### src/rtl/dcm_pkg.sv
package dcm_pkg;

    localparam int CTRL_W         = 8;
    localparam int CTRL_DIS_BIT   = 0;
    localparam int CTRL_IMODE_BIT = 1;

    typedef enum logic [2:0] {
        CK_CTRL       = 3'd0,
        CK_INV_ALL    = 3'd1,
        CK_FLUSH_ALL  = 3'd2,
        CK_TAG        = 3'd3,
        CK_INV_LINE   = 3'd4,
        CK_FLUSH_LINE = 3'd5
    } cmd_kind_e;

    typedef enum logic [2:0] {
        ST_IDLE,
        ST_SETMODE,
        ST_WHOLE,
        ST_TAG,
        ST_LINE,
        ST_WAIT,
        ST_RESTORE,
        ST_DONE
    } state_e;

endpackage

### src/rtl/dcm_range_calc.sv
module dcm_range_calc #(
    parameter int ADDR_W     = 32,
    parameter int LEN_W      = 16,
    parameter int LINE_BYTES = 32,
    parameter int CNT_W      = LEN_W + 1
) (
    input  logic [ADDR_W-1:0] addr_i,
    input  logic [LEN_W-1:0]  len_i,
    output logic [ADDR_W-1:0] base_o,
    output logic [CNT_W-1:0]  nlines_o
);
    localparam int OFF_W = $clog2(LINE_BYTES);
    localparam int SUM_W = LEN_W + 2;

    logic [OFF_W-1:0] slack;
    logic [SUM_W-1:0] total;
    logic [SUM_W-1:0] rounded;

    always_comb begin
        slack    = addr_i[OFF_W-1:0];
        base_o   = {addr_i[ADDR_W-1:OFF_W], {OFF_W{1'b0}}};
        total    = SUM_W'(len_i) + SUM_W'(slack);
        rounded  = total + SUM_W'(LINE_BYTES - 1);
        nlines_o = CNT_W'(rounded >> OFF_W);
    end
endmodule

### src/rtl/dcm_line_walker.sv
module dcm_line_walker #(
    parameter int ADDR_W     = 32,
    parameter int CNT_W      = 17,
    parameter int LINE_BYTES = 32
) (
    input  logic              clk,
    input  logic              rst_n,
    input  logic              load_i,
    input  logic              step_i,
    input  logic [ADDR_W-1:0] base_i,
    input  logic [CNT_W-1:0]  nlines_i,
    output logic [ADDR_W-1:0] cur_addr_o,
    output logic [CNT_W-1:0]  remain_o
);
    always_ff @(posedge clk) begin
        if (!rst_n) begin
            cur_addr_o <= '0;
            remain_o   <= '0;
        end else if (load_i) begin
            cur_addr_o <= base_i;
            remain_o   <= nlines_i;
        end else if (step_i) begin
            cur_addr_o <= cur_addr_o + ADDR_W'(LINE_BYTES);
            remain_o   <= remain_o - CNT_W'(1);
        end
    end

    // the walker is never asked to step past its last line
    p_no_underflow_r2: assert property (@(posedge clk) disable iff (!rst_n)
        step_i |-> (remain_o != '0));
endmodule

### src/rtl/dcm_fsm.sv
module dcm_fsm
    import dcm_pkg::*;
#(
    parameter int ADDR_W  = 32,
    parameter int CNT_W   = 17,
    parameter bit SEP_TAG = 1'b1
) (
    input  logic              clk,
    input  logic              rst_n,
    input  logic              req_valid,
    input  logic [1:0]        req_op,
    input  logic              req_whole,
    input  logic [CNT_W-1:0]  nlines_i,
    input  logic [CNT_W-1:0]  remain_i,
    input  logic [ADDR_W-1:0] cur_addr_i,
    input  logic              flush_busy_i,
    output logic              req_ready,
    output logic              load_o,
    output logic              step_o,
    output logic              cmd_valid_o,
    output cmd_kind_e         cmd_kind_o,
    output logic [ADDR_W-1:0] cmd_addr_o,
    output logic [CTRL_W-1:0] cmd_data_o,
    output logic              inv_mode_o,
    output logic              done_o
);
    localparam logic [CTRL_W-1:0] CTRL_MODE_SET = CTRL_W'(1) << CTRL_IMODE_BIT;
    localparam logic [CTRL_W-1:0] CTRL_MODE_CLR = '0;
    localparam logic [CTRL_W-1:0] WHOLE_DATA    = CTRL_W'(1);

    state_e     state_q, state_d;
    logic [1:0] op_q;
    logic       whole_q;
    logic       mode_q;
    logic       accept;

    function automatic state_e post_state(input logic [1:0] op);
        return op[1] ? ST_WAIT : ST_DONE;
    endfunction

    function automatic state_e issue_state(input logic [1:0] op, input logic whole,
                                           input logic zero);
        if (whole)     return ST_WHOLE;
        else if (zero) return post_state(op);
        else if (SEP_TAG) return ST_TAG;
        else           return ST_LINE;
    endfunction

    assign accept = req_valid && (state_q == ST_IDLE);

    always_comb begin
        state_d = state_q;
        unique case (state_q)
            ST_IDLE: begin
                if (accept) begin
                    if (req_op == 2'd0)      state_d = ST_DONE;
                    else if (req_op == 2'd3) state_d = ST_SETMODE;
                    else state_d = issue_state(req_op, req_whole, nlines_i == '0);
                end
            end
            ST_SETMODE: state_d = issue_state(op_q, whole_q, remain_i == '0);
            ST_WHOLE:   state_d = post_state(op_q);
            ST_TAG:     state_d = ST_LINE;
            ST_LINE: begin
                if (remain_i == CNT_W'(1)) state_d = post_state(op_q);
                else if (SEP_TAG)          state_d = ST_TAG;
                else                       state_d = ST_LINE;
            end
            ST_WAIT: begin
                if (!flush_busy_i) state_d = (op_q == 2'd3) ? ST_RESTORE : ST_DONE;
            end
            ST_RESTORE: state_d = ST_DONE;
            ST_DONE:    state_d = ST_IDLE;
            default:    state_d = ST_IDLE;
        endcase
    end

    always_ff @(posedge clk) begin
        if (!rst_n) begin
            state_q <= ST_IDLE;
            op_q    <= 2'd0;
            whole_q <= 1'b0;
            mode_q  <= 1'b0;
        end else begin
            state_q <= state_d;
            if (accept) begin
                op_q    <= req_op;
                whole_q <= req_whole;
            end
            if (state_q == ST_SETMODE) mode_q <= 1'b1;
            if (state_q == ST_RESTORE) mode_q <= 1'b0;
        end
    end

    always_comb begin
        req_ready   = 1'b0;
        load_o      = 1'b0;
        step_o      = 1'b0;
        cmd_valid_o = 1'b0;
        cmd_kind_o  = CK_CTRL;
        cmd_addr_o  = '0;
        cmd_data_o  = '0;
        done_o      = 1'b0;
        unique case (state_q)
            ST_IDLE: begin
                req_ready = 1'b1;
                load_o    = accept;
            end
            ST_SETMODE: begin
                cmd_valid_o = 1'b1;
                cmd_kind_o  = CK_CTRL;
                cmd_data_o  = CTRL_MODE_SET;
            end
            ST_WHOLE: begin
                cmd_valid_o = 1'b1;
                cmd_kind_o  = op_q[0] ? CK_INV_ALL : CK_FLUSH_ALL;
                cmd_data_o  = WHOLE_DATA;
            end
            ST_TAG: begin
                cmd_valid_o = 1'b1;
                cmd_kind_o  = CK_TAG;
                cmd_addr_o  = cur_addr_i;
            end
            ST_LINE: begin
                cmd_valid_o = 1'b1;
                cmd_kind_o  = op_q[0] ? CK_INV_LINE : CK_FLUSH_LINE;
                cmd_addr_o  = cur_addr_i;
                step_o      = 1'b1;
            end
            ST_WAIT: ;
            ST_RESTORE: begin
                cmd_valid_o = 1'b1;
                cmd_kind_o  = CK_CTRL;
                cmd_data_o  = CTRL_MODE_CLR;
            end
            ST_DONE: done_o = 1'b1;
            default: ;
        endcase
    end

    assign inv_mode_o = mode_q;

    // completion is a single-cycle pulse
    p_done_pulse_r7: assert property (@(posedge clk) disable iff (!rst_n)
        done_o |=> !done_o);

    // mode bit always back to discard when idle
    p_idle_mode_clear_r6: assert property (@(posedge clk) disable iff (!rst_n)
        req_ready |-> !inv_mode_o);

    // restore only after the flush status was seen clear
    p_restore_after_drain_r6: assert property (@(posedge clk) disable iff (!rst_n)
        (state_q == ST_RESTORE) |-> $past(!flush_busy_i));

    // plain invalidate never waits on the flush status
    p_plain_inv_no_wait_r5: assert property (@(posedge clk) disable iff (!rst_n)
        (state_q == ST_WAIT) |-> op_q[1]);

    // invalidate commands of code 3 run with the mode bit set
    p_mode_for_wb_inv_r4: assert property (@(posedge clk) disable iff (!rst_n)
        (cmd_valid_o && (op_q == 2'd3) &&
         ((cmd_kind_o == CK_INV_ALL) || (cmd_kind_o == CK_INV_LINE))) |-> inv_mode_o);

    generate
        if (SEP_TAG) begin : g_tag_chk
            // each per-line command follows a tag write of the same address
            p_tag_precedes_line_r3: assert property (@(posedge clk) disable iff (!rst_n)
                (cmd_valid_o && ((cmd_kind_o == CK_INV_LINE) || (cmd_kind_o == CK_FLUSH_LINE)))
                |-> ($past(cmd_valid_o) && ($past(cmd_kind_o) == CK_TAG) &&
                     ($past(cmd_addr_o) == cmd_addr_o)));
        end
    endgenerate
endmodule

### src/rtl/dcache_maint_ctrl.sv
module dcache_maint_ctrl
    import dcm_pkg::*;
#(
    parameter int ADDR_W     = 32,
    parameter int LEN_W      = 16,
    parameter int LINE_BYTES = 32,
    parameter bit SEP_TAG    = 1'b1
) (
    input  logic              clk,
    input  logic              rst_n,
    input  logic              req_valid,
    output logic              req_ready,
    input  logic [1:0]        req_op,
    input  logic              req_whole,
    input  logic [ADDR_W-1:0] req_addr,
    input  logic [LEN_W-1:0]  req_len,
    input  logic              flush_busy_i,
    output logic              cmd_valid,
    output logic [2:0]        cmd_kind,
    output logic [ADDR_W-1:0] cmd_addr,
    output logic [7:0]        cmd_data,
    output logic              inv_mode_o,
    output logic              done_o
);
    localparam int CNT_W = LEN_W + 1;

    logic [ADDR_W-1:0] base;
    logic [CNT_W-1:0]  nlines;
    logic [ADDR_W-1:0] cur_addr;
    logic [CNT_W-1:0]  remain;
    logic              load, step;
    cmd_kind_e         kind;
    logic [CTRL_W-1:0] data;

    dcm_range_calc #(
        .ADDR_W(ADDR_W), .LEN_W(LEN_W), .LINE_BYTES(LINE_BYTES), .CNT_W(CNT_W)
    ) u_calc (
        .addr_i(req_addr), .len_i(req_len), .base_o(base), .nlines_o(nlines)
    );

    dcm_line_walker #(
        .ADDR_W(ADDR_W), .CNT_W(CNT_W), .LINE_BYTES(LINE_BYTES)
    ) u_walk (
        .clk(clk), .rst_n(rst_n), .load_i(load), .step_i(step),
        .base_i(base), .nlines_i(nlines), .cur_addr_o(cur_addr), .remain_o(remain)
    );

    dcm_fsm #(
        .ADDR_W(ADDR_W), .CNT_W(CNT_W), .SEP_TAG(SEP_TAG)
    ) u_fsm (
        .clk(clk), .rst_n(rst_n), .req_valid(req_valid), .req_op(req_op),
        .req_whole(req_whole), .nlines_i(nlines), .remain_i(remain),
        .cur_addr_i(cur_addr), .flush_busy_i(flush_busy_i), .req_ready(req_ready),
        .load_o(load), .step_o(step), .cmd_valid_o(cmd_valid), .cmd_kind_o(kind),
        .cmd_addr_o(cmd_addr), .cmd_data_o(data), .inv_mode_o(inv_mode_o),
        .done_o(done_o)
    );

    assign cmd_kind = kind;
    assign cmd_data = data;
endmodule

### config.mk
export PLATFORM = sky130hd
export DESIGN_NAME = dcache_maint_ctrl
export DESIGN_NICKNAME = d
export VERILOG_FILES = /design/src/rtl/dcm_pkg.sv /design/src/rtl/dcm_range_calc.sv /design/src/rtl/dcm_line_walker.sv /design/src/rtl/dcm_fsm.sv /design/src/rtl/dcache_maint_ctrl.sv
export SDC_FILE = /design/constraint.sdc
export NUM_CORES = 1
export LEC_CHECK = 0
export BUFFER_PORTS_ARGS = -buffer_cell sky130_fd_sc_hd__buf_4
export CORE_ASPECT_RATIO = 0.75
export CORE_UTILIZATION = 45
export CTS_CLUSTER_SIZE = 10
export DETAILED_ROUTE_END_ITERATION = 10
export GPL_TIMING_DRIVEN = 0
export PLACE_DENSITY = 0.7
export SYNTH_ARGS = -nofsm -noshare
export SYNTH_HDL_FRONTEND = slang
export SYNTH_SLANG_ARGS = --single-unit
export TNS_END_PERCENT = 50
### constraint.sdc
create_clock -name clk -period 4 [get_ports clk]
set_input_delay 0.6 -clock clk [delete_from_list [all_inputs] [get_ports clk]]
set_output_delay 0.6 -clock clk [all_outputs]
set_load 0.01 [all_outputs]
==> summary.txt, run 1 <==
Run status
  – Status: complete, no violations

Finish
  – Register area: 1021 um^2
  – ANT cells: 0
  – Proportion of layout cells with a drive suffix above 1: 0.1860
  – Fill count: 809
  – Multi-input logic area: 2659 um^2
  – Nets: 692
  – Finished layout cell area: 4862 um^2
  – Area growth from synthesis to layout: 23.76%

Floorplanning
  – I/O pins: 102
  – Row cnt: 29
  – Die X: 109.9 um
  – DIE AREA: 9112 um^2
  – Starting Density: 0.4647
  – Chip height: 82.92 um
  – Floorplan core area: 8454 um^2

Route
  – DRT antenna net count: 0
  – DRT iter0 DRCs: 232
  – Vias/cell: 5.639
  – Vias: 4156
  – Routed Wire Length: 11020 um
  – Average wire per cell in the routed design: 14.95 um
  – Detailed Routing Iterations Pass 1: 5
  – Post-route DRC: 0

Yosys
  – Synth area leaders: dfxtp_1 26%, nor2_1 6.0%, xor2_1 5.8%
  – Top FF cell, synth: dfxtp_1
  – Sequential cell area fraction in the yosys report: 0.2599
  – Synth Cell Area: 3929 um^2
  – Count leader, synth: nor2_1
  – Synth unique cells: 66
  – Ys async rst share: 0
  – Mapped Avg Cell Area: 7.441 um^2
  – EDFF count, synth: 0
  – Most instantiated cells after synthesis: 63 x nor2_1, 52 x nand2_1, 51 x dfxtp_1
  – Yosys top cell area share: 0.2599
  – Synth warnings: 0
  – Yosys reg bits: 51
  – Area leader, netlist: dfxtp_1
  – Cells after Synth: 528

Worst setup path
  – WS Path Type: in -> reg
  – Critical Path Start Type: input port
  – Worst Path Max Fanout: 6
  – Crit path max-delay family: simple AND/OR/NAND/NOR gates
  – Worst EP arrival: 3.51 ns
  – Crit path cell chain: buf_4, ha_1, inv_1, fa_1, nor2b_1, o211a_4, o21ai_1, o32ai_1, a41oi_1, nor4_4, or3b_1, a211oi_2
  – Crit path max-delay cell type: nor4_4
  – CP bufs+invs: 2
  – Worst path max stage delay: 0.51 ns
  – Setup crit end kind: flip-flop
  – Worst path required time: 4.22 ns

Placed design
  – GPL Wtd Cong: 0.8880
  – HPWL Detailed: 8412 um
  – I/O Buffers: 83
  – Placed inst area: 4725 um^2

Timing
  – Final period util: 0.8246
  – Final Max Slew Viols: 0
  – Final setup fails: 0
  – Hold Vio Cnt, Final: 0
  – Slew headroom: 0.3362
  – Layout Skew: 0.007485 ns
  – Setup TNS Final: 0 ns
  – RSZ-0062 raised after global routing: no
  – Final Critical Period: 3.299 ns
  – Least-Margin Pin Slew: 0.9866 ns
  – Maximum clock frequency: 303.2 MHz

GRT
  – Vias in the first global route: 3757
  – Largest net degree at the start of global routing: 15
  – GR Util All Layers: 0.2465
  – First-pass GRT wire length: 17890 um
  – GRT Residual Overflow: 0
  – Initial antenna violation count: 0

Pwr
  – Worst vdd ir: 0.3132 mV
  – Switching power total: 0.9151 mW
  – Sw frac: 0.4159
  – Clock Power Share: 0.192
  – Logic gate share of total power: 0.466
  – Pwr dens: 452.5 nW/um^2
  – Lkg Pwr: 1.994 nW
  – Internal power: 1.285 mW
  – Sequential share of power: 0.341

Worst hold path
  – Hold Crit Class: reg -> reg

Clock network
  – Clock Sinks: 51
  – Clk buf depth: 2
  – Reg clk slew, reported paths: 0.07 ns
  – # H-tree levels: 2
  – Post-CTS Hold Fix Bufs: 0
  – Postcts setup bufs: 0
  – CTS tree: done
  – CTS Buf Count: 5
  – Root Driver: clkbuf_16
  – CTS-repair resized insts: 0
  – Worst-skew pair later-pin latency: 0.29 ns

Flow run
  – Max cap viols: 0
[metal layers]
layer | track usage | share of wire | up-vias
met5 | 0 | 0 | -
met4 | 0.04606 | 0.0093 | 0
met3 | 0.04710 | 0.080 | 14
met2 | 0.3585 | 0.42 | 169
met1 | 0.3749 | 0.49 | 1932
li1 | - | - | 2041
[power by group through the flow]
stage | clock network [mW] | registers [mW] | logic [mW]
2_1_floorplan | 0 | 0.728 | 0.700
3_3_place_gp | 0 | 0.751 | 0.987
3_5_place_dp | 0 | 0.757 | 1.01
4_1_cts | 0.423 | 0.747 | 1.01
5_1_grt | 0.446 | 0.768 | 1.14
6_report | 0.423 | 0.751 | 1.03
[through the flow]
step                      hold WS [ns]  power, mW  setup WS [ns]  cells  utilization
after floorplan                 0.4578      1.427         0.9161    538            -
final                           0.5011      2.200         0.7015    737       0.5751
after CTS                       0.5002      2.185         0.7558    737       0.5751
after global placement          0.4791      1.739         0.5451    729       0.5588
after detailed placement        0.4888      1.763         0.4775    729       0.5588
after global routing            0.5230      2.350         0.5453    737       0.5751
[state kept, by name, summed over array words and instances (netlist names)]
| name | cells |
|---|---|
| u_fsm.whole_q | 1 |
| u_fsm.op_q | 2 |
| u_fsm.state_q | 3 |
| u_walk.remain_o | 17 |
| u_walk.cur_addr_o | 27 |
| u_fsm.inv_mode_o | 1 |
[cell type report]
cell class,instances,share of cell area
Multi-Input combinational cell,429,0.5468
Tap cell,108,0.02779
Timing Repair Buffer,83,0.1282
Buffer,45,0.04889
Sequential cell,51,0.2100
Clock buffer,7,0.02728
Inverter,13,0.01004
Clock inverter,1,0.001029
[cells in the final DEF, fill, tap and decap left out, drive strengths merged, types with 3 or more instances in the layout]
cell type  Yosys  layout
nand2         52      52
nor4           8       8
nand2b         8       8
a221oi         3       3
and3           7       7
inv           13      13
a211oi        18      18
a31oi          7       7
nor2          63      63
a311oi         4       4
nor3          18      18
o211ai         6       6
a21oi         23      23
nor2b          6       6
o21ai         22      22
xor2          26      26
mux2i          3       3
a21o           3       3
nor3b          6       6
xnor2         18      18
o32ai          3       3
dfxtp         51      51
conb           1      11
ha             8       8
or3            9       9
clkbuf        29      36
and2          33      33
nand3         21      21
buf           16      99
nand4          7       7
[tightest hold or removal path, stage by stage (launching register included)]
cell and delay [ns]:
dfxtp_1 0.34, nand2_1 0.06, a21oi_1 0.05
[cell families (layout without fill, tap and decap cells)]
| group | count (synthesis) | count (layout) | share of synthesized area |
|---|---|---|---|
| DFF | 51 | 51 | 0.2599 |
| AOI/OAI and AO/OA | 108 | 108 | 0.1920 |
| other | 1 | 11 | 0.0009545 |
| muxes | 4 | 4 | 0.01146 |
| buffers and inverters | 58 | 149 | 0.07293 |
| and+or+nand+nor | 253 | 253 | 0.3341 |
| adders and majority gates | 9 | 9 | 0.03057 |
| xor gates and xnor gates | 44 | 44 | 0.09809 |
[path summary, 6_finish.rpt]
kind	start	endpoint	slack, ns	cells after the start
worst max-delay path	req_addr[0]	u_walk.remain_o[11]	0.70	12
worst min-delay path	u_walk.cur_addr_o[6]	u_walk.cur_addr_o[6]	0.50	2
worst max register to register	u_fsm.state_q[2]	u_walk.cur_addr_o[22]	1.36	6
worst min register to register	u_walk.cur_addr_o[6]	u_walk.cur_addr_o[6]	0.50	2
Note: power is estimated with default switching activity, not from simulation.
==> run 2, diff against run 1 <==
- ABC_AREA: default -> 1
- PLACE_DENSITY: 0.7 -> 0.71
- clock period: 4 -> 2.9 ns (I/O delays scaled with it)
==> summary.txt, run 2 <==
Run status
  – Status: complete, no violations

GRT
  – Largest net degree at the start of global routing: 15 (unchanged)
  – Vias in the first global route: 4773 (+27%)
  – First-pass GRT wire length: 22980 um (+28%)
  – GR Util All Layers: 0.2720 (+0.02551)
  – GRT Residual Overflow: 0 (unchanged)
  – Initial antenna violation count: 0 (unchanged)

Finish
  – Core Util, Final: 0.5785 (+0.003362)
  – Final Non-Filler Cells: 1016 (+38%)
  – Most frequent cells in the layout: 197 x nand2_1, 101 x buf_4, 96 x inv_1
  – Reg with most FFs: u_walk.cur_addr_o
  – Fill count: 1013 (+25%)
  – Proportion of layout cells with a drive suffix above 1: 0.1923 (+0.006298)
  – Multi-input logic area: 3050 um^2 (+15%)
  – Area growth from synthesis to layout: 23.40%
  – Largest register FFs: 27 (unchanged)
  – Top Registers: u_walk.cur_addr_o (27), u_walk.remain_o (17), u_fsm.state_q (3)
  – ANT cells: 0 (unchanged)
  – Commonest non-fill, non-tap cell in the layout: nand2_1
  – Nets: 947 (+37%)
  – Register area: 1021 um^2 (unchanged)

Worst setup path
  – Worst Path Max Fanout: 5 (-1)
  – Setup crit end kind: flip-flop
  – Cell mode on critical path: nand2_1
  – Crit path cell chain: buf_4, ha_2, inv_1, fa_1, inv_2, nand3_1, nand2_2, nand2_1, nand3_1, nand2_2, nor2_1, nand2_2, nor2_2, nand3_1, nand2_1, nand2_1, nor2_4, nand2_1, nand2_1, nand2_1, a21oi_2
  – WS Path Type: in -> reg
  – Critical Path Start Type: input port
  – Crit path max-delay family: simple AND/OR/NAND/NOR gates
  – Worst EP arrival: 2.95 ns (-0.56 ns)
  – Crit path max-delay cell type: fa_1
  – CP bufs+invs: 3 (+1)
  – Worst path max stage delay: 0.40 ns (-0.11 ns)
  – Worst path required time: 3.14 ns (-1.08 ns)

Yosys
  – Most instantiated cells after synthesis: 200 x nand2_1, 97 x inv_1, 84 x nor2_1
  – EDFF count, synth: 0 (unchanged)
  – Yosys top cell area share: 0.2228 (-0.03704)
  – Area leader, netlist: dfxtp_1
  – Cells after Synth: 776 (+47%)
  – Synth Cell Area: 4582 um^2 (+17%)
  – Sequential cell area fraction in the yosys report: 0.2228 (-0.03704)
  – Top FF cell, synth: dfxtp_1
  – Largest family of logic cells by synthesized area: simple AND/OR/NAND/NOR gates
  – Synth unique cells: 49 (-26%)
  – Mapped Avg Cell Area: 5.905 um^2 (-21%)
  – Post-synthesis mux area share: 0 (-0.01146)
  – Post-Synth Simple-Gate Area: 0.4238 (+0.08974)
  – Compound-Gate Fraction of Synth Area: 0.1737 (-0.01836)
  – Adder-cell area share of the yosys netlist: 0.02622 (-0.004358)
  – XOR/XNOR share of the synthesized area: 0.02485 (-0.07324)
  – Ys async rst share: 0 (unchanged)
  – Yosys reg bits: 51 (unchanged)
  – Synth area leaders: dfxtp_1 22%, nand2_1 16%, inv_1 7.9%
  – Synth warnings: 0 (unchanged)
  – Count leader, synth: nand2_1

Timing
  – Hold Vio Cnt, Final: 0 (unchanged)
  – Slew headroom: 0.5449 (+0.2087)
  – RSZ-0062 raised after global routing: yes
  – Layout Skew: 0.004128 ns (-0.003357 ns)
  – Maximum clock frequency: 367.8 MHz
  – Setup TNS Final: 0 ns (unchanged)
  – Final Max Slew Viols: 0 (unchanged)
  – Final Critical Period: 2.719 ns
  – Final period util: 0.9376
  – Final setup margin: 0.1809 ns (-0.5206 ns)
  – Final setup fails: 0 (unchanged)
  – Least-Margin Pin Slew: 0.6827 ns (-0.3039 ns)

Clock network
  – Postcts setup bufs: 0 (unchanged)
  – Clock Sinks: 51 (unchanged)
  – # H-tree levels: 2 (unchanged)
  – Root Driver: clkbuf_16
  – Worst-skew pair later-pin latency: 0.30 ns (about the same)
  – Clk buf depth: 2 (unchanged)
  – CTS tree: done
  – Reg clk slew, reported paths: 0.07 ns (about the same)
  – CTS Buf Count: 5 (unchanged)

Route
  – Detailed Routing Iterations Pass 1: 5 (unchanged)
  – Average wire per cell in the routed design: 14.19 um (-5.1%)
  – Post-route DRC: 0 (unchanged)
  – Vias/cell: 5.425 (-3.8%)
  – DRT antenna net count: 0 (unchanged)
  – Routed Wire Length: 14410 um (+31%)
  – DRT iter0 DRCs: 559 (+140%)
  – Vias: 5512 (+33%)

Floorplanning
  – Starting Density: 0.4688 (+0.004063)
  – Floorplan core area: 9774 um^2 (+16%)
  – I/O pins: 102 (unchanged)
  – Die X: 118.5 um (+7.8%)
  – DIE AREA: 10590 um^2 (+16%)
  – Row cnt: 31 (+6.9%)
  – Chip height: 89.39 um (+7.8%)

Pwr
  – Lkg Pwr: 2.624 nW (+32%)
  – Worst vdd ir: 0.5512 mV (+76%)
  – Pwr dens: 796.0 nW/um^2 (+76%)
  – Final Total Pwr: 4.501 mW (+100%)

Placed design
  – I/O Buffers: 90 (+8.4%)
  – GPL Wtd Cong: 0.9563 (+7.7%)
  – HPWL Detailed: 11190 um (+33%)
  – DP Cell Count: 1008 (+38%)
  – Pre-CTS setup slack: -0.2733 ns (-0.7508 ns)

Worst hold path
  – Hold Crit Class: in -> reg

Flow run
  – Max cap viols: 0 (unchanged)
run 2: changes by cell type in the layout (fill, tap and decap cells not counted), sizes merged, moves of 17 or more:
cell,previous run,this run
xnor2,18,1
inv,13,108
nor2,63,94
a21oi,23,44
nand2,52,218
nand3,21,64
and2,33,1
run 2: path summary, 6_finish.rpt:
kind	start	end	slack, ns	cells past startpoint
worst max-delay path	req_addr[0]	u_fsm.state_q[2]	0.18	21
worst min-delay path	req_addr[25]	u_walk.cur_addr_o[25]	0.41	3
worst max register to register	u_fsm.state_q[0]	u_walk.cur_addr_o[19]	0.25	11
worst min register to register	u_walk.remain_o[15]	u_walk.remain_o[15]	0.46	1
run 2: timing repair:
action | 4_1_cts | 5_1_grt
setup endpoints to repair | 0 | 24
hold buffers | 0 | 0
gates resized for setup | 0 | 11
run 2: kinds of logic after synthesis:
family,after synthesis
AO/OA/AOI/OAI,129
XOR/XNOR,13
adder cells (fa/ha/maj),9
buffers and inverters,144
flip-flops,51
other,1
AND/OR/NAND/NOR,429
run 2: power breakdown:
part	leakage [nW]	switching, mW	total [mW]	internal [mW]
Sequential	0.418	0.261	1.20	0.942
Clock	0.0772	0.284	0.653	0.369
Combinational	2.13	1.75	2.64	0.899
Total	2.62	2.29	4.50	2.21
run 2: stage by stage:
| stage | hold WS, ns | area (um^2) |
|---|---|---|
| after CTS | 0.4105 | 5617 |
| after floorplan | 0.4230 | 4619 |
| final | 0.4081 | 5654 |
| after detailed placement | 0.4544 | 5460 |
| after global routing | 0.4169 | 5654 |
| after global placement | 0.4412 | 5460 |
run 2: layer usage:
layer  wire length (um)  vias to the layer above  global-route usage
met3               1333                       22             0.04719
li1                   -                     2736                   -
met2               5927                      276              0.4225
met1               6995                     2478              0.3946
met5                  0                        -                   0
met4                155                        0             0.05524
run 2: layout make-up:
class / count / area share
Buffer: 35 / 0.03120
Clock buffer: 8 / 0.02766
Tap cell: 132 / 0.02921
Timing Repair Buffer: 90 / 0.1195
Sequential cell: 51 / 0.1806
Multi-Input combinational cell: 591 / 0.5395
Inverter: 109 / 0.07236
run 2: worst register-to-register path, cell delays in order (launching register included):
cell      delay (ns)
dfxtp_1         0.47
inv_2           0.12
nand2_1         0.13
inv_1           0.08
nand2_1         0.24
inv_1           0.13
nor2_2          0.39
inv_2           0.18
clkbuf_1        0.35
nand2_1         0.15
a21oi_1         0.06
a311oi_1        0.25
==> run 3, diff against run 2 <==
- GPL_TIMING_DRIVEN: 0 -> default
==> summary.txt, run 3 (same netlist as run 2, synthesis figures left out) <==
Run status
  – Status: complete, no violations

Route
  – DRT iter0 DRCs: 395 (-29%)
  – Routed Wire Length: 13090 um (-9.2%)
  – Average wire per cell in the routed design: 13.27 um (-6.4%)
  – Vias: 5238 (-5.0%)
  – Detailed Routing Iterations Pass 1: 5 (unchanged)
  – Post-route DRC: 0 (unchanged)
  – DRT antenna net count: 0 (unchanged)
  – Vias/cell: 5.312 (-2.1%)

Floorplanning
  – Row cnt: 31 (unchanged)
  – Starting Density: 0.4688 (unchanged)
  – Chip height: 89.39 um (unchanged)
  – I/O pins: 102 (unchanged)
  – Floorplan core area: 9774 um^2 (unchanged)
  – DIE AREA: 10590 um^2 (unchanged)
  – Die X: 118.5 um (unchanged)

Timing
  – Final Critical Period: 2.659 ns (-0.05966 ns)
  – Hold Vio Cnt, Final: 0 (unchanged)
  – Least-Margin Pin Slew: 1.217 ns (+0.5340 ns)
  – Maximum clock frequency: 376.0 MHz (+2.2%)
  – Worst Hold Slack: 0.4205 ns (+0.01240 ns)
  – Slew headroom: 0.1889 (-0.3560)
  – Final Max Slew Viols: 0 (unchanged)
  – Final period util: 0.9171 (-0.02057)
  – Layout Skew: 0.005120 ns (+0.0009919 ns)
  – Final setup fails: 0 (unchanged)

Worst setup path
  – Worst EP arrival: 2.89 ns (-0.06 ns)
  – Worst Setup SP: req_addr[0]
  – Critical Path Start Type: input port
  – Worst reg2reg path endpoint: u_walk.cur_addr_o[31]
  – Worst Path Max Fanout: 5 (unchanged)
  – WS Path Type: in -> reg
  – Worst path required time: 3.13 ns (about the same)
  – Setup crit end kind: flip-flop
  – Reg2Reg Depth: 12 (+1)
  – Worst R2R Setup Slack: 0.28 ns (+0.03 ns)
  – R2r startpoint: u_walk.cur_addr_o[5]
  – Crit path to: u_fsm.state_q[2]

Clock network
  – Reg clk slew, reported paths: 0.07 ns (about the same)
  – CTS tree: done
  – Postcts setup bufs: 0 (unchanged)
  – # H-tree levels: 2 (unchanged)
  – Root Driver: clkbuf_16
  – CTS Buf Count: 5 (unchanged)
  – Worst-skew pair later-pin latency: 0.29 ns (about the same)
  – Clock Sinks: 51 (unchanged)
  – Clk buf depth: 2 (unchanged)

Finish
  – Nets: 918 (-3.1%)
  – Area growth from synthesis to layout: 19.58%
  – Reg with most FFs: u_walk.cur_addr_o
  – Proportion of layout cells with a drive suffix above 1: 0.1815 (-0.01081)
  – Top Registers: u_walk.cur_addr_o (27), u_walk.remain_o (17), u_fsm.state_q (3)
  – Multi-input logic area: 3019 um^2 (-1.0%)
  – Register area: 1021 um^2 (unchanged)
  – ANT cells: 0 (unchanged)
  – Fill count: 1001 (-1.2%)
  – Largest register FFs: 27 (unchanged)
  – Commonest non-fill, non-tap cell in the layout: nand2_1
  – Final Non-Filler Cells: 986 (-3.0%)
  – Most frequent cells in the layout: 199 x nand2_1, 97 x inv_1, 96 x buf_4

Pwr
  – Lkg Pwr: 2.553 nW (-2.7%)
  – Clock Power Share: 0.141 (-0.004)
  – Sw frac: 0.4989 (-0.01009)
  – Logic gate share of total power: 0.572 (-0.016)
  – Internal power: 2.148 mW (-2.8%)
  – Worst vdd ir: 0.7078 mV (+28%)
  – Sequential share of power: 0.286 (+0.019)
  – Switching power total: 2.139 mW (-6.6%)
  – Pwr dens: 782.4 nW/um^2 (-1.7%)

GRT
  – Initial antenna violation count: 0 (unchanged)
  – GRT Residual Overflow: 0 (unchanged)
  – First-pass GRT wire length: 20850 um (-9.3%)
  – Vias in the first global route: 4480 (-6.1%)
  – Largest net degree at the start of global routing: 48 (+33)
  – GR Util All Layers: 0.2409 (-0.03108)

Worst hold path
  – HP Start: req_addr[25]
  – Hold Crit Class: in -> reg

Placed design
  – DP Cell Count: 979 (-2.9%)
  – I/O Buffers: 90 (unchanged)
  – HPWL Detailed: 9908 um (-11%)
  – GPL Wtd Cong: 0.8996 (-5.9%)

Flow run
  – Max cap viols: 0 (unchanged)
## run 3: stage by stage
step / cell area, um^2 / util / setup WS (ns) / setup TNS (ns) / total power, mW
2_1_floorplan: 4619 / - / 0.3538 / 0 / 2.920
3_3_place_gp: 5333 / 0.5456 / 0.08062 / 0 / 3.592
3_5_place_dp: 5333 / 0.5456 / -0.04969 / -0.08066 / 3.641
4_1_cts: 5477 / 0.5603 / 0.2566 / 0 / 4.260
5_1_grt: 5479 / 0.5605 / -0.008209 / -0.008209 / 4.646
6_report: 5479 / 0.5605 / 0.2405 / 0 / 4.287
## run 3: power groups by stage
stage          clock network, mW  logic [mW]  registers [mW]
2_1_floorplan                  0        1.78            1.14
3_3_place_gp                   0        2.37            1.22
5_1_grt                    0.640        2.74            1.27
6_report                   0.607        2.45            1.23
3_5_place_dp                   0        2.41            1.23
4_1_cts                    0.617        2.43            1.22
## run 3: worst min path at each step
stage	to	cells past startpoint
global placement	u_walk.remain_o[15]	1
detailed placement	u_walk.remain_o[15]	1
finish	u_walk.cur_addr_o[25]	3
floorplan	u_walk.remain_o[15]	1
global route	u_walk.cur_addr_o[26]	3
CTS	u_walk.cur_addr_o[25]	3
## run 3: worst max-delay path, stage by stage
cell     delay [ns]
buf_4          0.08
ha_1           0.15
inv_1          0.05
fa_1           0.37
inv_1          0.14
nand3_1        0.15
nand2_2        0.16
nand2_1        0.09
nand3_1        0.12
nand2_2        0.09
nor2_1         0.13
nand2_2        0.09
nor2_2         0.16
nand3_1        0.08
nand2_1        0.09
nand2_1        0.07
nor2_2         0.14
nand2_1        0.07
nand2_1        0.05
nand2_1        0.05
a21oi_2        0.11
## run 3: repair_timing
action	in CTS	in global routing
setup endpoints to repair	0	2
hold buffers	0	0
gates resized for setup	0	1
## run 3: area by class of cell
cell class              count  area share
flip-flops and latches     51      0.1863
multi-input cells         591      0.5510
inverters                 109     0.07467
clock buffers               6     0.02535
well taps                 132     0.03014
clock inverters             1   0.0009135
repair buffers             96      0.1315
## run 3: layer usage
layer  vias up  track usage  share of wire
met5         -            0              0
met4         0      0.04718         0.0063
met3        12      0.04145          0.080
met2       223       0.3706           0.43
met1      2327       0.3529           0.49
li1       2676            -              -
